`src/rtl/timer_bank_pkg.sv`:
```
package timer_bank_pkg;
  localparam int unsigned NUM_CH_DEF = 4;
  localparam int unsigned CNT_W_DEF  = 62;
  localparam int unsigned ADDR_W_DEF = 4;
endpackage

```
`src/rtl/timer_channel.sv`:
```
module timer_channel #(
  parameter int unsigned CNT_W = 62
) (
  input  logic             clk_i,
  input  logic             rst_ni,
  input  logic             ctrl_we_i,
  input  logic             en_d_i,
  input  logic [CNT_W-1:0] term_d_i,
  input  logic             clr_i,
  output logic             en_o,
  output logic [CNT_W-1:0] term_o,
  output logic [CNT_W-1:0] cnt_o,
  output logic             hit_o
);
  logic             en_q;
  logic [CNT_W-1:0] term_q, cnt_q;

  assign hit_o  = en_q && (cnt_q == term_q);
  assign en_o   = en_q;
  assign term_o = term_q;
  assign cnt_o  = cnt_q;

  always_ff @(posedge clk_i or negedge rst_ni) begin
    if (!rst_ni) begin
      en_q   <= 1'b0;
      term_q <= '0;
    end else if (ctrl_we_i) begin
      en_q   <= en_d_i;
      term_q <= term_d_i;
    end
  end

  always_ff @(posedge clk_i or negedge rst_ni) begin
    if (!rst_ni)     cnt_q <= '0;
    else if (clr_i)  cnt_q <= '0;
    else if (hit_o)  cnt_q <= '0;
    else if (en_q)   cnt_q <= cnt_q + 1'b1;
  end
endmodule

```
`src/rtl/timer_irq.sv`:
```
module timer_irq #(
  parameter int unsigned NUM_CH = 4
) (
  input  logic              clk_i,
  input  logic              rst_ni,
  input  logic              mask_we_i,
  input  logic [NUM_CH-1:0] mask_d_i,
  input  logic [NUM_CH-1:0] stat_clr_i,
  input  logic [NUM_CH-1:0] hit_i,
  output logic [NUM_CH-1:0] mask_o,
  output logic [NUM_CH-1:0] stat_o,
  output logic [NUM_CH-1:0] ch_irq_o,
  output logic              irq_o
);
  logic [NUM_CH-1:0] mask_q, stat_q;

  always_ff @(posedge clk_i or negedge rst_ni) begin
    if (!rst_ni) begin
      mask_q <= '0;
      stat_q <= '0;
    end else begin
      if (mask_we_i) mask_q <= mask_d_i;
      // match set outranks software clear
      stat_q <= (stat_q & ~stat_clr_i) | hit_i;
    end
  end

  assign mask_o   = mask_q;
  assign stat_o   = stat_q;
  assign ch_irq_o = stat_q & mask_q;
  assign irq_o    = |ch_irq_o;
endmodule

```
`src/rtl/timer_bank.sv`:
```
module timer_bank
  import timer_bank_pkg::*;
#(
  parameter int unsigned NUM_CH = NUM_CH_DEF,
  parameter int unsigned CNT_W  = CNT_W_DEF,
  parameter int unsigned ADDR_W = ADDR_W_DEF
) (
  input  logic               clk_i,
  input  logic               rst_ni,
  input  logic               req_i,
  input  logic               we_i,
  input  logic [ADDR_W-1:0]  addr_i,
  input  logic [CNT_W+1:0]   wdata_i,
  output logic [CNT_W+1:0]   rdata_o,
  output logic [NUM_CH-1:0]  ch_irq_o,
  output logic               irq_o
);
  localparam int unsigned DATA_W    = CNT_W + 2;
  localparam int unsigned EN_BIT    = DATA_W - 1;
  localparam int unsigned CLR_BIT   = DATA_W - 2;
  localparam int unsigned CTRL_BASE = 0;
  localparam int unsigned CNT_BASE  = NUM_CH;
  localparam int unsigned MASK_ADDR = 2 * NUM_CH;
  localparam int unsigned STAT_ADDR = 2 * NUM_CH + 1;

  logic                         wr;
  logic [NUM_CH-1:0]            ctrl_we, clr, en, hit, mask, stat, stat_clr;
  logic [NUM_CH-1:0][CNT_W-1:0] term, cnt;
  logic                         mask_we, stat_we;

  assign wr       = req_i && we_i;
  assign mask_we  = wr && (addr_i == ADDR_W'(MASK_ADDR));
  assign stat_we  = wr && (addr_i == ADDR_W'(STAT_ADDR));
  assign stat_clr = stat_we ? wdata_i[NUM_CH-1:0] : '0;

  for (genvar g = 0; g < NUM_CH; g++) begin : g_ch
    assign ctrl_we[g] = wr && (addr_i == ADDR_W'(CTRL_BASE + g));
    assign clr[g]     = ctrl_we[g] && wdata_i[CLR_BIT];

    timer_channel #(.CNT_W(CNT_W)) u_ch (
      .clk_i     (clk_i),
      .rst_ni    (rst_ni),
      .ctrl_we_i (ctrl_we[g]),
      .en_d_i    (wdata_i[EN_BIT]),
      .term_d_i  (wdata_i[CNT_W-1:0]),
      .clr_i     (clr[g]),
      .en_o      (en[g]),
      .term_o    (term[g]),
      .cnt_o     (cnt[g]),
      .hit_o     (hit[g])
    );
  end

  timer_irq #(.NUM_CH(NUM_CH)) u_irq (
    .clk_i      (clk_i),
    .rst_ni     (rst_ni),
    .mask_we_i  (mask_we),
    .mask_d_i   (wdata_i[NUM_CH-1:0]),
    .stat_clr_i (stat_clr),
    .hit_i      (hit),
    .mask_o     (mask),
    .stat_o     (stat),
    .ch_irq_o   (ch_irq_o),
    .irq_o      (irq_o)
  );

  always_comb begin
    rdata_o = '0;
    for (int i = 0; i < NUM_CH; i++) begin
      if (addr_i == ADDR_W'(CTRL_BASE + i)) rdata_o = {en[i], 1'b0, term[i]};
      if (addr_i == ADDR_W'(CNT_BASE + i))  rdata_o = {2'b00, cnt[i]};
    end
    if (addr_i == ADDR_W'(MASK_ADDR)) rdata_o = {{(DATA_W-NUM_CH){1'b0}}, mask};
    if (addr_i == ADDR_W'(STAT_ADDR)) rdata_o = {{(DATA_W-NUM_CH){1'b0}}, stat};
  end
endmodule

```
`config.mk`:
```
export PLATFORM = sky130hd
export DESIGN_NAME = timer_bank
export DESIGN_NICKNAME = d
export VERILOG_FILES = /design/src/rtl/timer_bank_pkg.sv /design/src/rtl/timer_channel.sv /design/src/rtl/timer_irq.sv /design/src/rtl/timer_bank.sv
export SDC_FILE = /design/constraint.sdc
export NUM_CORES = 1
export LEC_CHECK = 0
export ABC_AREA = 1
export BUFFER_PORTS_ARGS = -buffer_cell sky130_fd_sc_hd__buf_2
export CORE_AREA = 3 3 269 404
export CTS_CLUSTER_SIZE = 14
export DETAILED_ROUTE_END_ITERATION = 12
export DIE_AREA = 0 0 272 407
export HOLD_SLACK_MARGIN = 0.08
export PLACE_DENSITY = 0.6
export SLEW_MARGIN = 20
export SYNTH_ARGS = -nofsm -noshare
export SYNTH_HDL_FRONTEND = slang
export SYNTH_HIERARCHICAL = 1
export SYNTH_SLANG_ARGS = --single-unit
```
`constraint.sdc`:
```
create_clock -name clk_i -period 2 [get_ports clk_i]
set_input_delay 0.2 -clock clk_i [delete_from_list [all_inputs] [get_ports clk_i]]
set_output_delay 0.2 -clock clk_i [all_outputs]
set_load 0.05 [all_outputs]
```
==> metrics.md <==
| Metric | Value |
|---|---|
| Status | `complete, but fails checks` |
| Violated checks | `setup timing` |
| Launch point of the critical path | `g_ch[1].u_ch/term_o[8]` |
| Clock buffer depth | `3` |
| Clk root buf | `clkbuf_16` |
| Critical Path RT | `1.80 ns` |
| Placed cell area | `between 50,000 and 60,000 µm²` |
| Clock Skew | `0.03324 ns` |
| Reg clk slew, reported paths | `0.07 ns` |
| Pwr dens | `661.8 nW/µm²` |
| Synth area leaders | `dfrtp_1 (35%), nand2_1 (25%), nor2_1 (7.3%), inv_1 (6.9%), nand3_1 (6.8%)` |
| Final worst setup slack | `-0.4307 ns` |
| Final instance area | `around 60,000 µm²` |
| First-pass GRT wire length | `353,700 µm` |
| Fillers | `about 10,000` |
| Overflow after GRT | `0` |
| Crit start category | `flop` |
| Largest net degree at the start of global routing | `just under 100` |
| CP delay by family, top | `simple AND/OR/NAND/NOR gates` |
| Setup crit end kind | `output pin` |
| WS Path Type | `flop to output pin` |
| Antenna violations before repair | `7` |
| Syn nets | `6,106` |
| CP bufs+invs | `2` |
| Worst skew pair latency | `a little over 0.7 ns` |
| Final hold violations | `0` |
| Fin crit period | `approximately 2.4 ns` |
| H-tree depth | `2` |
| Starting Density | `0.3495` |
| GPL Wtd Cong | `1.095` |
| Finish-stage setup viols | `311` |
| Leakage | `0.02963 µW` |
| Detailed-route DRC error count | `0` |
| Syn-to-layout area delta | `67.03%` |
| Fin crit share | `1.215` |
| Post-synth ARST share | `1.000` |
| DRT Pass-1 Iters | `5` |
| Area leader, netlist | `dfrtp_1` |
| Hold_ws | `0.2259 ns` |
| Initial DRC Count | `~4,600` |
| Port Buffers | `approximately 140` |
| Io pins | `roughly 140` |
| Detailed Place HPWL | `a little over 200,000 µm` |
| Peak supply drop | `between 0.7 and 0.8 mV` |
| Max Freq | `411.4 MHz` |
| Vias per inst | `5.331` |
| Number of max-cap violations | `0` |
| Die W | `roughly 270 µm` |
| Gr usage total | `0.4581` |
| Vias | `48,620` |
| Slew @ Worst Pin | `between 0.8 and 0.9 ns` |
| Die H | `a little over 400 µm` |
| Final setup TNS | `-37.38 ns` |
| DR WL/cell | `28.55 µm` |
| Post-synth top area share | `0.3451` |
| Main synth FF type | `dfrtp_1` |
| Max-slew violation count | `0` |
| Most frequent cell after synthesis | `nand2_1` |
| ANT nets after route | `0` |
| Drt total wl | `roughly 260,000 µm` |
| Most used cell, CP | `nand2_4` |
| Synth warn | `6` |
| Core area | `105,400 µm²` |
| Cts bufs inserted | `60` |
| CP cell instances | `buf_4, o211ai_1, nand3_2, o21ai_4, nand2_2, nand2_4, nand2_4, buf_12` |
| Relative slew slack | `0.4263` |
| Crit Path Max Fanout | `2` |
| Sink Count | `508` |
| Yosys reg bits | `between 500 and 600` |
| Pre-CTS setup slack | `-0.7865 ns` |
| RR Startpoint | `g_ch[1].u_ch/term_o[8]` |
| Rows | `between 100 and 150` |
| CTS tree | `done` |
| Share of cells above drive strength 1 | `0.4013` |
| Syn Area/Cell | `6.109 µm²` |
| Synthesized area | `roughly 37,000 µm²` |
| Synth cell types | `33` |
| Slowest CP cell | `dfrtp_1` |
| Vias in the first global route | `just under 50,000` |
| Synth top cells by count | `nand2_1 (2,474), nor2_1 (712), inv_1 (682)` |
| Layout Nets | `~7,700` |
| Max incr delay on CP | `~0.43 ns` |
| Min-Delay Path Class | `input port to asynchronous set/reset pin` |
| Die area | `roughly 110,000 µm²` |
| Unrepaired setup endpoints after global routing | `yes` |
| CP arrival | `between 2 and 2.5 ns` |
| Sequential fraction of the synthesis area | `0.3451` |
| EDFF count, synth | `0` |
| Cells after Synth | `between 6,000 and 7,000` |
-- state kept, by name, indices dropped and copies added (netlist names) --
register,count
g_ch.u_ch/cnt_o,248
g_ch.u_ch/en_o,4
g_ch.u_ch/term_o,248
u_irq/mask_o,4
u_irq/stat_o,4
-- layer usage --
| layer | GRT usage | vias to the layer above | part of all wire |
|---|---|---|---|
| met5 | 0 | - | 0.000065 |
| met4 | 0.5315 | 2 | 0.15 |
| met3 | 0.06743 | 1123 | 0.060 |
| met2 | 0.7917 | 2449 | 0.48 |
| met1 | 0.4368 | 23120 | 0.31 |
| li1 | - | 21930 | - |
-- what timing repair did --
action                     in CTS  in global routing
hold endpoints to repair      768                  0
gates cloned                   11                  9
setup endpoints to repair     315                315
pin swaps                     292                393
hold buffers                   67                  0
buffers inserted              181                 77
resized for setup            1045                648
-- worst register-to-register path, delay by kind of cell (launching register included) --
family	cells	cell delay, ns
buf+inv	3	0.50
flops	1	0.43
simple gates	10	1.23
-- final timing paths --
kind,cells after the start,to,slack (ns)
max,8,rdata_o[8],-0.43
min in group clk_i,8,g_ch[0].u_ch/term_o[56],0.36
min reg2reg,2,g_ch[1].u_ch/cnt_o[53],0.54
max in group asynchronous,3,g_ch[2].u_ch/term_o[15],0.99
min,3,g_ch[3].u_ch/term_o[30],0.23
max reg2reg,13,g_ch[1].u_ch/cnt_o[23],-0.25
-- metrics by stage --
step / power [µW] / utilization / std cells
2_1_floorplan: 18080 / - / 6030
3_3_place_gp: 25220 / 0.4793 / 8703
3_5_place_dp: 25360 / 0.4793 / 8703
4_1_cts: 39360 / 0.5570 / 9052
5_1_grt: 41900 / 0.5838 / 9119
6_report: 40720 / 0.5838 / 9119
-- cell usage in the layout, fill, tap and decap left out, types with 136 or more instances in the layout --
master   netlist  layout
nand2_1     2474    2120
nand3_2        0     232
buf_12         0     181
nand3_1      504     220
o21ai_0      294     264
buf_4         10    1247
nor2_2        58     167
dfrtp_1      508     406
inv_1        682     643
xor2_1       144     136
buf_6         25     167
nor2_1       712     500
nand2_2       41     291
-- kinds of logic (layout without fill, tap and decap cells) --
group / count (synthesis) / after routing / share of synthesized area
AO/OA/AOI/OAI: 485 / 485 / 0.07041
XOR/XNOR: 152 / 152 / 0.03614
adder cells (fa/ha/maj): 4 / 4 / 0.001359
buffers and inverters: 918 / 2600 / 0.1011
flip-flops: 508 / 508 / 0.3451
multiplexers: 16 / 16 / 0.004891
other: 1 / 2 / 0.0001018
AND/OR/NAND/NOR: 3946 / 3946 / 0.4409
-- report_power, final --
part	switching (µW)	leakage, µW	total (µW)	internal, µW
Clock	5360	0.00103	12200	6880
Sequential	1470	0.00623	13200	11800
Combinational	9250	0.0224	15200	6000
-- area by class of cell --
class                           instances  area [µm²]  share of cell area
Antenna cell                            1       2.502          0.00004067
Clock buffer                           78        1689             0.02745
Clock inverter                         30       404.1            0.006568
Inverter                              717        2734             0.04443
Multi-Input combinational cell       4604       25510              0.4146
Sequential cell                       508       12840              0.2087
Tap cell                             1406        1759             0.02859
Timing Repair Buffer                 1775       16590              0.2697
Note: power is estimated with default switching activity, not from simulation.
